## config.mk

```make
export PLATFORM = sky130hd
export DESIGN_NAME = cfg_access_xlate
export DESIGN_NICKNAME = d
export VERILOG_FILES = /design/src/rtl/cfgx_pkg.sv /design/src/rtl/cfgx_areg.sv /design/src/rtl/cfgx_decode.sv /design/src/rtl/cfg_access_xlate.sv
export SDC_FILE = /design/constraint.sdc
export NUM_CORES = 1
export LEC_CHECK = 0
export BUFFER_PORTS_ARGS = -buffer_cell sky130_fd_sc_hd__buf_2
export CAP_MARGIN = 0
export CORE_AREA = 2 2 147 120
export CTS_BUF_LIST = sky130_fd_sc_hd__clkbuf_4 sky130_fd_sc_hd__clkbuf_8
export DETAILED_ROUTE_END_ITERATION = 8
export DIE_AREA = 0 0 149 122
export HOLD_SLACK_MARGIN = 0.12
export PLACE_DENSITY = 0.8
export REMOVE_ABC_BUFFERS = 1
export SYNTH_ARGS = -nofsm -noshare
export SYNTH_HDL_FRONTEND = slang
export SYNTH_HIERARCHICAL = 1
export SYNTH_SLANG_ARGS = --single-unit
```

## constraint.sdc

```tcl
create_clock -name clk -period 2.3 [get_ports clk]
set_input_delay 0.345 -clock clk [delete_from_list [all_inputs] [get_ports clk]]
set_output_delay 0.345 -clock clk [all_outputs]
set_load 0.1 [all_outputs]
```

## src/rtl/cfgx_pkg.sv

```systemverilog
package cfgx_pkg;
  localparam int DW = 32;
  localparam int AW = 16;

  typedef enum logic [1:0] {
    KIND_IO = 2'b00,
    KIND_T0 = 2'b01,
    KIND_T1 = 2'b10
  } cyc_kind_e;

  typedef enum logic [1:0] {
    ACT_AREG  = 2'b00,
    ACT_INT   = 2'b01,
    ACT_ABORT = 2'b10,
    ACT_CYC   = 2'b11
  } act_e;

  typedef enum logic [2:0] {
    ST_IDLE = 3'd0,
    ST_INT  = 3'd1,
    ST_CYC  = 3'd2,
    ST_CPL  = 3'd3,
    ST_RSP  = 3'd4
  } state_e;
endpackage

```

## src/rtl/cfgx_areg.sv

```systemverilog
module cfgx_areg #(
  parameter int          W    = 32,
  parameter logic [31:0] MASK = 32'h80FF_FFFC
) (
  input  logic         clk,
  input  logic         rst_n,
  input  logic         we,
  input  logic [W-1:0] wdata,
  output logic [W-1:0] q
);
  always_ff @(posedge clk) begin
    if (!rst_n)  q <= '0;
    else if (we) q <= wdata & MASK[W-1:0];
  end
endmodule

```

## src/rtl/cfgx_decode.sv

```systemverilog
module cfgx_decode
  import cfgx_pkg::*;
#(
  parameter logic [AW-1:0] PORT_ADDR  = 16'h0CF8,
  parameter logic [AW-1:0] PORT_DATA  = 16'h0CFC,
  parameter int            IDSEL_BASE = 11
) (
  input  logic [AW-1:0] addr,
  input  logic [3:0]    be,
  input  logic          wr,
  input  logic [DW-1:0] areg,
  output act_e          act,
  output cyc_kind_e     kind,
  output logic [DW-1:0] ad,
  output logic [3:0]    cmd,
  output logic [1:0]    isel
);
  localparam int NSEL = DW - IDSEL_BASE;

  logic [7:0] bus;
  logic [4:0] dev;
  logic [2:0] fn;
  logic [5:0] rnum;
  logic [NSEL-1:0] idsel;

  assign bus  = areg[23:16];
  assign dev  = areg[15:11];
  assign fn   = areg[10:8];
  assign rnum = areg[7:2];

  for (genvar i = 0; i < NSEL; i++) begin : g_idsel
    assign idsel[i] = (dev == 5'(i));
  end

  always_comb begin
    act  = ACT_CYC;
    kind = KIND_IO;
    ad   = {{(DW-AW){1'b0}}, addr};
    isel = 2'b00;
    if (addr == PORT_ADDR && be == 4'hF) begin
      act = ACT_AREG;
    end else if (addr == PORT_DATA && areg[31]) begin
      if (bus == 8'h00 && dev < 5'd2) begin
        act  = (fn != 3'd0) ? ACT_ABORT : ACT_INT;
        isel = dev[0] ? 2'b10 : 2'b01;
      end else if (bus == 8'h00) begin
        act  = (idsel == '0) ? ACT_ABORT : ACT_CYC;
        kind = KIND_T0;
        ad   = {idsel, fn, rnum, 2'b00};
      end else begin
        kind = KIND_T1;
        ad   = {8'h00, bus, dev, fn, rnum, 2'b01};
      end
    end
    cmd = {kind != KIND_IO, 1'b0, 1'b1, wr};
  end
endmodule

```

## src/rtl/cfg_access_xlate.sv

```systemverilog
module cfg_access_xlate
  import cfgx_pkg::*;
#(
  parameter logic [15:0] PORT_ADDR  = 16'h0CF8,
  parameter logic [15:0] PORT_DATA  = 16'h0CFC,
  parameter int          IDSEL_BASE = 11
) (
  input  logic        clk,
  input  logic        rst_n,
  input  logic        io_req_valid,
  output logic        io_req_ready,
  input  logic [15:0] io_req_addr,
  input  logic [3:0]  io_req_be,
  input  logic        io_req_wr,
  input  logic [31:0] io_req_wdata,
  output logic        io_rsp_valid,
  input  logic        io_rsp_ready,
  output logic [31:0] io_rsp_rdata,
  output logic        cyc_valid,
  input  logic        cyc_ready,
  output logic [1:0]  cyc_kind,
  output logic [31:0] cyc_ad,
  output logic [3:0]  cyc_cmd,
  output logic [3:0]  cyc_be,
  output logic [31:0] cyc_wdata,
  input  logic        cpl_valid,
  input  logic        cpl_abort,
  input  logic [31:0] cpl_rdata,
  output logic [1:0]  int_sel,
  output logic [5:0]  int_reg,
  output logic        int_wr,
  output logic [3:0]  int_be,
  output logic [31:0] int_wdata,
  input  logic [31:0] int_rdata,
  output logic        cfg_abort
);
  localparam logic [31:0] ALL_ONES = '1;

  state_e        st;
  logic [31:0]   areg_q;
  logic          areg_we;
  act_e          d_act;
  cyc_kind_e     d_kind;
  logic [31:0]   d_ad;
  logic [3:0]    d_cmd;
  logic [1:0]    d_isel;
  logic          accept;

  logic          wr_q;
  logic [3:0]    be_q;
  logic [31:0]   wdata_q;
  cyc_kind_e     kind_q;
  logic [31:0]   ad_q;
  logic [3:0]    cmd_q;
  logic [1:0]    isel_q;
  logic [5:0]    reg_q;
  logic [31:0]   rdata_q;
  logic          abort_q;

  cfgx_decode #(
    .PORT_ADDR (PORT_ADDR),
    .PORT_DATA (PORT_DATA),
    .IDSEL_BASE(IDSEL_BASE)
  ) u_dec (
    .addr(io_req_addr),
    .be  (io_req_be),
    .wr  (io_req_wr),
    .areg(areg_q),
    .act (d_act),
    .kind(d_kind),
    .ad  (d_ad),
    .cmd (d_cmd),
    .isel(d_isel)
  );

  assign accept  = io_req_valid && (st == ST_IDLE);
  assign areg_we = accept && (d_act == ACT_AREG) && io_req_wr;

  cfgx_areg #(.W(32), .MASK(32'h80FF_FFFC)) u_areg (
    .clk  (clk),
    .rst_n(rst_n),
    .we   (areg_we),
    .wdata(io_req_wdata),
    .q    (areg_q)
  );

  always_ff @(posedge clk) begin
    if (!rst_n) begin
      st      <= ST_IDLE;
      wr_q    <= 1'b0;
      be_q    <= '0;
      wdata_q <= '0;
      kind_q  <= KIND_IO;
      ad_q    <= '0;
      cmd_q   <= '0;
      isel_q  <= '0;
      reg_q   <= '0;
      rdata_q <= '0;
      abort_q <= 1'b0;
    end else begin
      unique case (st)
        ST_IDLE: if (accept) begin
          wr_q    <= io_req_wr;
          be_q    <= io_req_be;
          wdata_q <= io_req_wdata;
          kind_q  <= d_kind;
          ad_q    <= d_ad;
          cmd_q   <= d_cmd;
          isel_q  <= d_isel;
          reg_q   <= areg_q[7:2];
          abort_q <= 1'b0;
          unique case (d_act)
            ACT_AREG: begin
              rdata_q <= io_req_wr ? '0 : areg_q;
              st      <= ST_RSP;
            end
            ACT_ABORT: begin
              rdata_q <= io_req_wr ? '0 : ALL_ONES;
              abort_q <= 1'b1;
              st      <= ST_RSP;
            end
            ACT_INT: st <= ST_INT;
            default: st <= ST_CYC;
          endcase
        end
        ST_INT: begin
          rdata_q <= wr_q ? '0 : int_rdata;
          st      <= ST_RSP;
        end
        ST_CYC: if (cyc_ready) st <= ST_CPL;
        ST_CPL: if (cpl_valid) begin
          rdata_q <= wr_q ? '0 : (cpl_abort ? ALL_ONES : cpl_rdata);
          abort_q <= cpl_abort;
          st      <= ST_RSP;
        end
        ST_RSP: if (io_rsp_ready) begin
          abort_q <= 1'b0;
          st      <= ST_IDLE;
        end
        default: st <= ST_IDLE;
      endcase
    end
  end

  assign io_req_ready = (st == ST_IDLE);
  assign io_rsp_valid = (st == ST_RSP);
  assign io_rsp_rdata = rdata_q;
  assign cfg_abort    = (st == ST_RSP) && abort_q;

  assign cyc_valid = (st == ST_CYC);
  assign cyc_kind  = kind_q;
  assign cyc_ad    = ad_q;
  assign cyc_cmd   = cmd_q;
  assign cyc_be    = be_q;
  assign cyc_wdata = wdata_q;

  assign int_sel   = (st == ST_INT) ? isel_q : 2'b00;
  assign int_reg   = reg_q;
  assign int_wr    = wr_q;
  assign int_be    = be_q;
  assign int_wdata = wdata_q;
endmodule

```

Yosys cells after proc, flatten, opt, wreduce, memory -nomap -nowiden
Index checks and enable logic that the tools add are counted.
{"block": "word_totals", "regBits": 141, "inputBits": 124}
{"block": "classes", "n_reduce_logical": 21, "eq_ne": 34, "magnitude_cmp": 1, "n_mux": 39}
{"op": "32-bit two-way mux", "count": 11}
{"op": "32-bit one-hot mux with 3 select lines", "count": 1}
{"op": "32-bit one-hot mux with 2 select lines", "count": 1}
{"op": "5-bit by 4-bit equality test with 1-bit output (second input constant)", "count": 8}
{"op": "16-bit by 12-bit equality test with 1-bit output (second input constant)", "count": 2}
{"op": "2-bit two-way mux", "count": 14}
{"op": "5-bit equality test (second input constant)", "count": 5}
{"op": "21-bit zero test", "count": 1}
{"op": "5-bit by 3-bit equality test with 1-bit output (second input constant)", "count": 4}
{"op": "3-bit one-hot mux with 5 select lines", "count": 1}
{"op": "3-bit two-way mux", "count": 4}
{"op": "4-bit AND reduction", "count": 3}
{"op": "5-bit by 2-bit equality test with 1-bit output (second input constant)", "count": 2}
{"op": "3-bit nonzero test", "count": 3}
{"op": "8-bit zero test", "count": 1}
{"op": "1-bit logical AND", "count": 7}
{"op": "3-bit by 2-bit equality test with 1-bit output (second input constant)", "count": 2}
{"op": "2-bit by 1-bit inequality test with 1-bit output (second input constant)", "count": 3}
{"op": "3-bit one-hot mux with 2 select lines", "count": 1}
{"op": "5-bit by 1-bit equality test with 1-bit output (second input constant)", "count": 1}
{"op": "5-bit zero test", "count": 1}
{"op": "5-bit by 2-bit less-than comparator with 1-bit output (second input constant)", "count": 1}
{"op": "1-bit two-way mux", "count": 5}
{"op": "4-bit equality test (second input constant)", "count": 1}
{"op": "12 further kinds", "count": 12}

Logic depth before layout (Yosys ltp)
{"block": "logic_depth", "depth_word": 12, "ltp_mapped": 11, "mapped_depth_nobuf": 8}

Modules after synthesis
The synthesis kept the hierarchy.
{"mod": "cfg_access_xlate", "area_each_um2": 5325.1, "seq_area_each_um2": 2382.3, "cells_each": 643, "n_inst": 1}
{"mod": "cfgx_areg", "area_each_um2": 964.7, "seq_area_each_um2": 460.4, "cells_each": 84, "n_inst": 1}
{"mod": "cfgx_decode", "area_each_um2": 773.2, "seq_area_each_um2": 0.0, "cells_each": 111, "n_inst": 1}

Worst setup path after synthesis
OpenSTA, ideal clock, no wires.
{"block": "synth_timing", "path_kind": "register to output", "from": "register st[2]", "to": "output int_sel[0]", "n_path_buf": 3, "stages_incl_launch_ff": 6, "arrival_time_ns": 3.085, "path_slack_ns": -1.130, "required_ns": 1.955, "cell_sequence": "dfxtp_1 > buf_2 > nand2b_4 > buf_6 > buf_2 > nor3b_1"}
{"block": "synth_between", "elab_chain_len": 2}
{"item": "from (decl)", "line": "cfg_access_xlate.sv:39", "text": "state_e st;"}
{"item": "from (signal assigned)", "line": "cfg_access_xlate.sv:89", "text": "st <= ST_IDLE;"}
{"item": "from (signal assigned)", "line": "cfg_access_xlate.sv:115", "text": "st <= ST_RSP;"}
{"item": "from (signal assigned)", "line": "cfg_access_xlate.sv:120", "text": "st <= ST_RSP;"}
{"item": "3-bit by 1-bit equality test with 1-bit output", "line": "cfg_access_xlate.sv:157", "text": "assign int_sel = (st == ST_INT) ? isel_q : 2'b00;"}
{"item": "2-bit two-way mux", "line": "cfg_access_xlate.sv:157"}
{"item": "to (decl)", "line": "cfg_access_xlate.sv:29", "text": "output logic [1:0] int_sel,"}
No other way between the ends.

Worst setup path in the final report
{"block": "layout_timing", "from": "register u_areg.q[15]", "to": "register rdata_q[29], in the netlist io_rsp_rdata[29]"}
{"block": "layout_between", "elab_chain_len": 11, "word_cells_on_any_way": 36, "classes_between": "1 x order compare; 22 x eq/ne; 8 x mux; 5 x reduce/logical"}
{"item": "from (decl)", "line": "cfgx_areg.sv:9", "text": "output logic [W-1:0] q"}
{"item": "from (signal assigned)", "line": "cfgx_areg.sv:13", "text": "else if (we) q <= wdata & MASK[W-1:0];"}
{"item": "5-bit by 1-bit equality test with 1-bit output, or another cell as far along", "line": "cfgx_decode.sv:32", "text": "assign idsel[i] = (dev == 5'(i));"}
{"item": "21-bit zero test", "line": "cfgx_decode.sv:47", "text": "act = (idsel == '0) ? ACT_ABORT : ACT_CYC;"}
{"item": "1-bit two-way mux", "line": "cfgx_decode.sv:47"}
{"item": "2-bit two-way mux", "line": "cfgx_decode.sv:46", "text": "end else if (bus == 8'h00) begin"}
{"item": "2-bit two-way mux *", "line": "cfgx_decode.sv:43", "text": "if (bus == 8'h00 && dev < 5'd2) begin"}
{"item": "2-bit two-way mux *", "line": "cfgx_decode.sv:42", "text": "end else if (addr == PORT_DATA && areg[31]) begin"}
{"item": "2-bit two-way mux *", "line": "cfgx_decode.sv:40", "text": "if (addr == PORT_ADDR && be == 4'hF) begin"}
{"item": "named net d_act[0]", "line": "cfg_access_xlate.sv:42", "text": "act_e d_act;"}
{"item": "2-bit equality test / 2-bit zero test (equally long branches)", "line": "cfg_access_xlate.sv:112", "text": "unique case (d_act)"}
{"item": "32-bit one-hot mux with 2 select lines", "line": "cfg_access_xlate.sv:112"}
{"item": "32-bit two-way mux", "line": "cfg_access_xlate.sv:102", "text": "ST_IDLE: if (accept) begin"}
{"item": "32-bit one-hot mux with 3 select lines", "line": "cfg_access_xlate.sv:101", "text": "unique case (st)"}
{"item": "to (signal assigned)", "line": "cfg_access_xlate.sv:114", "text": "rdata_q <= io_req_wr ? '0 : areg_q;"}
{"item": "to (signal assigned)", "line": "cfg_access_xlate.sv:118", "text": "rdata_q <= io_req_wr ? '0 : ALL_ONES;"}
{"item": "to (signal assigned)", "line": "cfg_access_xlate.sv:127", "text": "rdata_q <= wr_q ? '0 : int_rdata;"}
{"item": "to (decl)", "line": "cfg_access_xlate.sv:57", "text": "logic [31:0] rdata_q;"}
Mark *: on every way through the listed nets, which the timed path passes. The rest lies on a longest branch. The select of a mux whose other input is x is not followed.
A chain may end at the register's enable or synchronous reset.

==> results.sh <==
export IMPL_violations="setup timing"
export IMPL_overflow=0
export IMPL_ir_drop_mv=0.575
export IMPL_gp_congestion=0.889
export IMPL_hold_viol=0
export IMPL_crit_slowest_cell="or4_4"
export IMPL_cts_clk_slew_worst_paths_ps=90
export IMPL_avgSynthCellArea_um2=8.43
export IMPL_synth_top_area_share_pct=40.2
export IMPL_cts_htree_levels=4
export IMPL_hpwl_um=16500
export IMPL_top_layer="met5"
export IMPL_finalWorstSetupSlack_ps=-149
export IMPL_clockRootBuffer="clkbuf_8"
export IMPL_p_clk_share_pct=25.6
export IMPL_wl_met1_um=10100
export IMPL_area_growth_pct=32.0
export IMPL_fill_cells=1534
export IMPL_drv_slew=0
export IMPL_tns_ps=-5150
export IMPL_io_buffers=278
export IMPL_avgViaCountPerCell=5.43
export IMPL_yosysSeqAreaShare_pct=40.2
export IMPL_fmax_mhz=408
export IMPL_synth_ff_type="dfxtp_1"
export IMPL_finalSetupViolCount=52
export IMPL_wl_per_cell_um=18.3
export IMPL_rows=43
export IMPL_yosys_warnings=6
export IMPL_firstDrtPassIters=5
export IMPL_cp_buffers_inverters=1
export IMPL_p_int_mw=4.23
export IMPL_drt_iter0_drc=567
export IMPL_drive_gt1_share_pct=38.8
export IMPL_maxCapViolCount=0
export IMPL_async_flop_share_pct=0
export IMPL_cts_buffers_inserted=17
export IMPL_fin_crit_ps=2450
export IMPL_final_area_um2=9330
export IMPL_pre_cts_slack_ps=-259
export IMPL_netlist_top_cells_area="dfxtp_1 (40%), nand2_1 (9.5%), a21oi_1 (8.6%), buf_4 (6.4%), o221ai_1 (3.8%)"
export IMPL_wl_met3_um=2090
export IMPL_antenna_found_initial=1
export IMPL_cellPowerDensity_nw_per_um2=850
export IMPL_status="complete, but fails checks"
export IMPL_slowest_delay_ps=580
export IMPL_cp_end_kind="flop"
export IMPL_synth_edf_count=0
export IMPL_dieHeight_um=122
export IMPL_die_area_um2=18200
export IMPL_crit_required_ps=2650
export IMPL_grt_pass1_vias=6600
export IMPL_cp_max_fo=21
export IMPL_diodes=0
export IMPL_tightest_slew_ps=543
export IMPL_nets=1213
export IMPL_grt_first_pass_wirelength_um=35900
export IMPL_ioPinCount=279
export IMPL_combPwrFrac_pct=39.3
export IMPL_worstSetupPathType="flop to flop"
export IMPL_multi_input_area_um2=3620
export IMPL_clock_sinks=142
export IMPL_finClkSkew_ps=13.7
export IMPL_rsz0062_at_grt="true"
export IMPL_p_seq_share_pct=35.1
export IMPL_clk_latency_ps=460
export IMPL_timing_final_crit_share_pct=106
export IMPL_synth_cell_types=59
export IMPL_wl_um=24300
export IMPL_arrival_ps=2800
export IMPL_clockBufferDepth=2
export IMPL_cts_tree="yes"
export IMPL_sw_frac_of_total_pct=46.7
export IMPL_ys_ff_latch=142
export IMPL_start_util_pct=41.8
export IMPL_track_usage_pct=25.5
export IMPL_die_w_um=149
export IMPL_vias=7208
export IMPL_syn_cell_area_um2=7060
export IMPL_path_cells="or4_4 > nor2_4 > a2111oi_4 > o21ai_2 > nor2_1 > a22o_4 > and2_4 > buf_12 > a311oi_1"
export IMPL_drc=0
export IMPL_seq_area_um2=2850
export IMPL_power_mw=7.92
export IMPL_yosysTopAreaCell="dfxtp_1"
export IMPL_dpl_cell_area_um2=8550
export IMPL_hp_class="input pin to flop"
export IMPL_maxSlewHeadroom_pct=64.1
export IMPL_leakagePower_nw=3.87
export IMPL_synthCells=838
export IMPL_timing_hold_ws_ps=139
export IMPL_cp_top_family="simple AND/OR/NAND/NOR gates"
export IMPL_grt_max_degree=84
export IMPL_cp_start_kind="flop"
export IMPL_core_um2=16900
export IMPL_p_sw_mw=3.70
export IMPL_drtAntennaViolNets=0
export IMPL_final_common_cell="buf_2"
export IMPL_final_cell_mix="buf_2 (274), nand2_1 (178), dfxtp_1 (139)"
export IMPL_routed_wl_met2_um=11600
## final cells by class
| cell class | count | share of cell area, % |
|---|---|---|
| Clock buffer | 19 | 2.74 |
| Multi-Input combinational cell | 574 | 38.9 |
| Timing Repair Buffer | 349 | 23.1 |
| Tap cell | 225 | 3.02 |
| Inverter | 5 | 0.228 |
| Sequential cell | 142 | 30.5 |
| Clock inverter | 13 | 1.52 |
## power by group through the flow
stage / Sequential (mW) / Clock [mW] / Combinational, mW
finish: 2.78 / 2.03 / 3.12
global route: 2.80 / 2.17 / 3.25
CTS: 2.78 / 2.06 / 3.09
detailed placement: 2.83 / 0 / 3.06
global placement: 2.82 / 0 / 3.03
floorplan: 4.51 / 0 / 0.664
## metrics by stage
step,std cells,utilization (%)
CTS,1329,54.8
global placement,1279,50.6
global route,1327,55.2
finish,1327,55.2
detailed placement,1279,50.6
floorplan,721,-
## synth_stat cells (2+ instances only)
cell type / number
buf_12: 2
nor2_1: 24
nand4_1: 4
o21a_1: 3
buf_4: 60
a311oi_2: 2
nand2b_1: 4
nand3_2: 2
nor2b_1: 26
o221ai_1: 31
nor2_8: 2
buf_2: 19
or4_4: 2
clkbuf_1: 36
o21ai_0: 5
o21bai_1: 4
a31oi_1: 4
nor4bb_1: 2
a311oi_1: 30
mux2_2: 6
nor4b_4: 2
nor3b_1: 2
a41oi_1: 2
mux2i_1: 27
nand2_1: 179
buf_6: 8
conb_1: 3
a21oi_1: 121
dfxtp_1: 142
o211ai_1: 33
and2_1: 5
nor3_1: 11
inv_1: 3
nor4_1: 5
a41o_1: 3
## logic make-up after synthesis
| kind of cell | count (synthesis) | synth area share (%) |
|---|---|---|
| simple gates | 284 | 19.8 |
| compound gates | 246 | 23.3 |
| flops | 142 | 40.2 |
| buf+inv | 130 | 11.7 |
| mux | 33 | 4.78 |
| other cells | 3 | 0.159 |
## layer usage
layer  GRT usage [%]  vias to the layer above
met5               0                        -
met3            6.85                       38
met1            32.5                     3388
met2            42.9                      347
li1                -                     3433
met4            7.14                        2
## path summary, 6_finish.rpt
path,startpoint,to,slack (ps),cells past startpoint
worst max register to register,u_areg/q[15],io_rsp_rdata[29],-150,9
worst max-delay path,u_areg/q[15],io_rsp_rdata[29],-150,9
worst min register to register,cyc_ad[8],cyc_ad[8],450,2
worst min-delay path,io_req_addr[1],cyc_ad[1],140,3
## repair_timing
action / in CTS / in global routing
cloned: 2 / 1
hold buffers: 11 / 0
resized for setup: 23 / 28
setup endpoints to repair: 60 / 58
buffers inserted: 5 / 0
endpoints found under the hold margin: 11 / 0
pin swaps: 13 / 27
## worst reg2reg max path: stages (launching register included)
cell,delay (ps)
dfxtp_1,320
or4_4,580
nor2_4,130
a2111oi_4,70
o21ai_2,290
nor2_1,90
a22o_4,270
and2_4,190
buf_12,160
a311oi_1,270
Power figures use the tool's default switching activity.
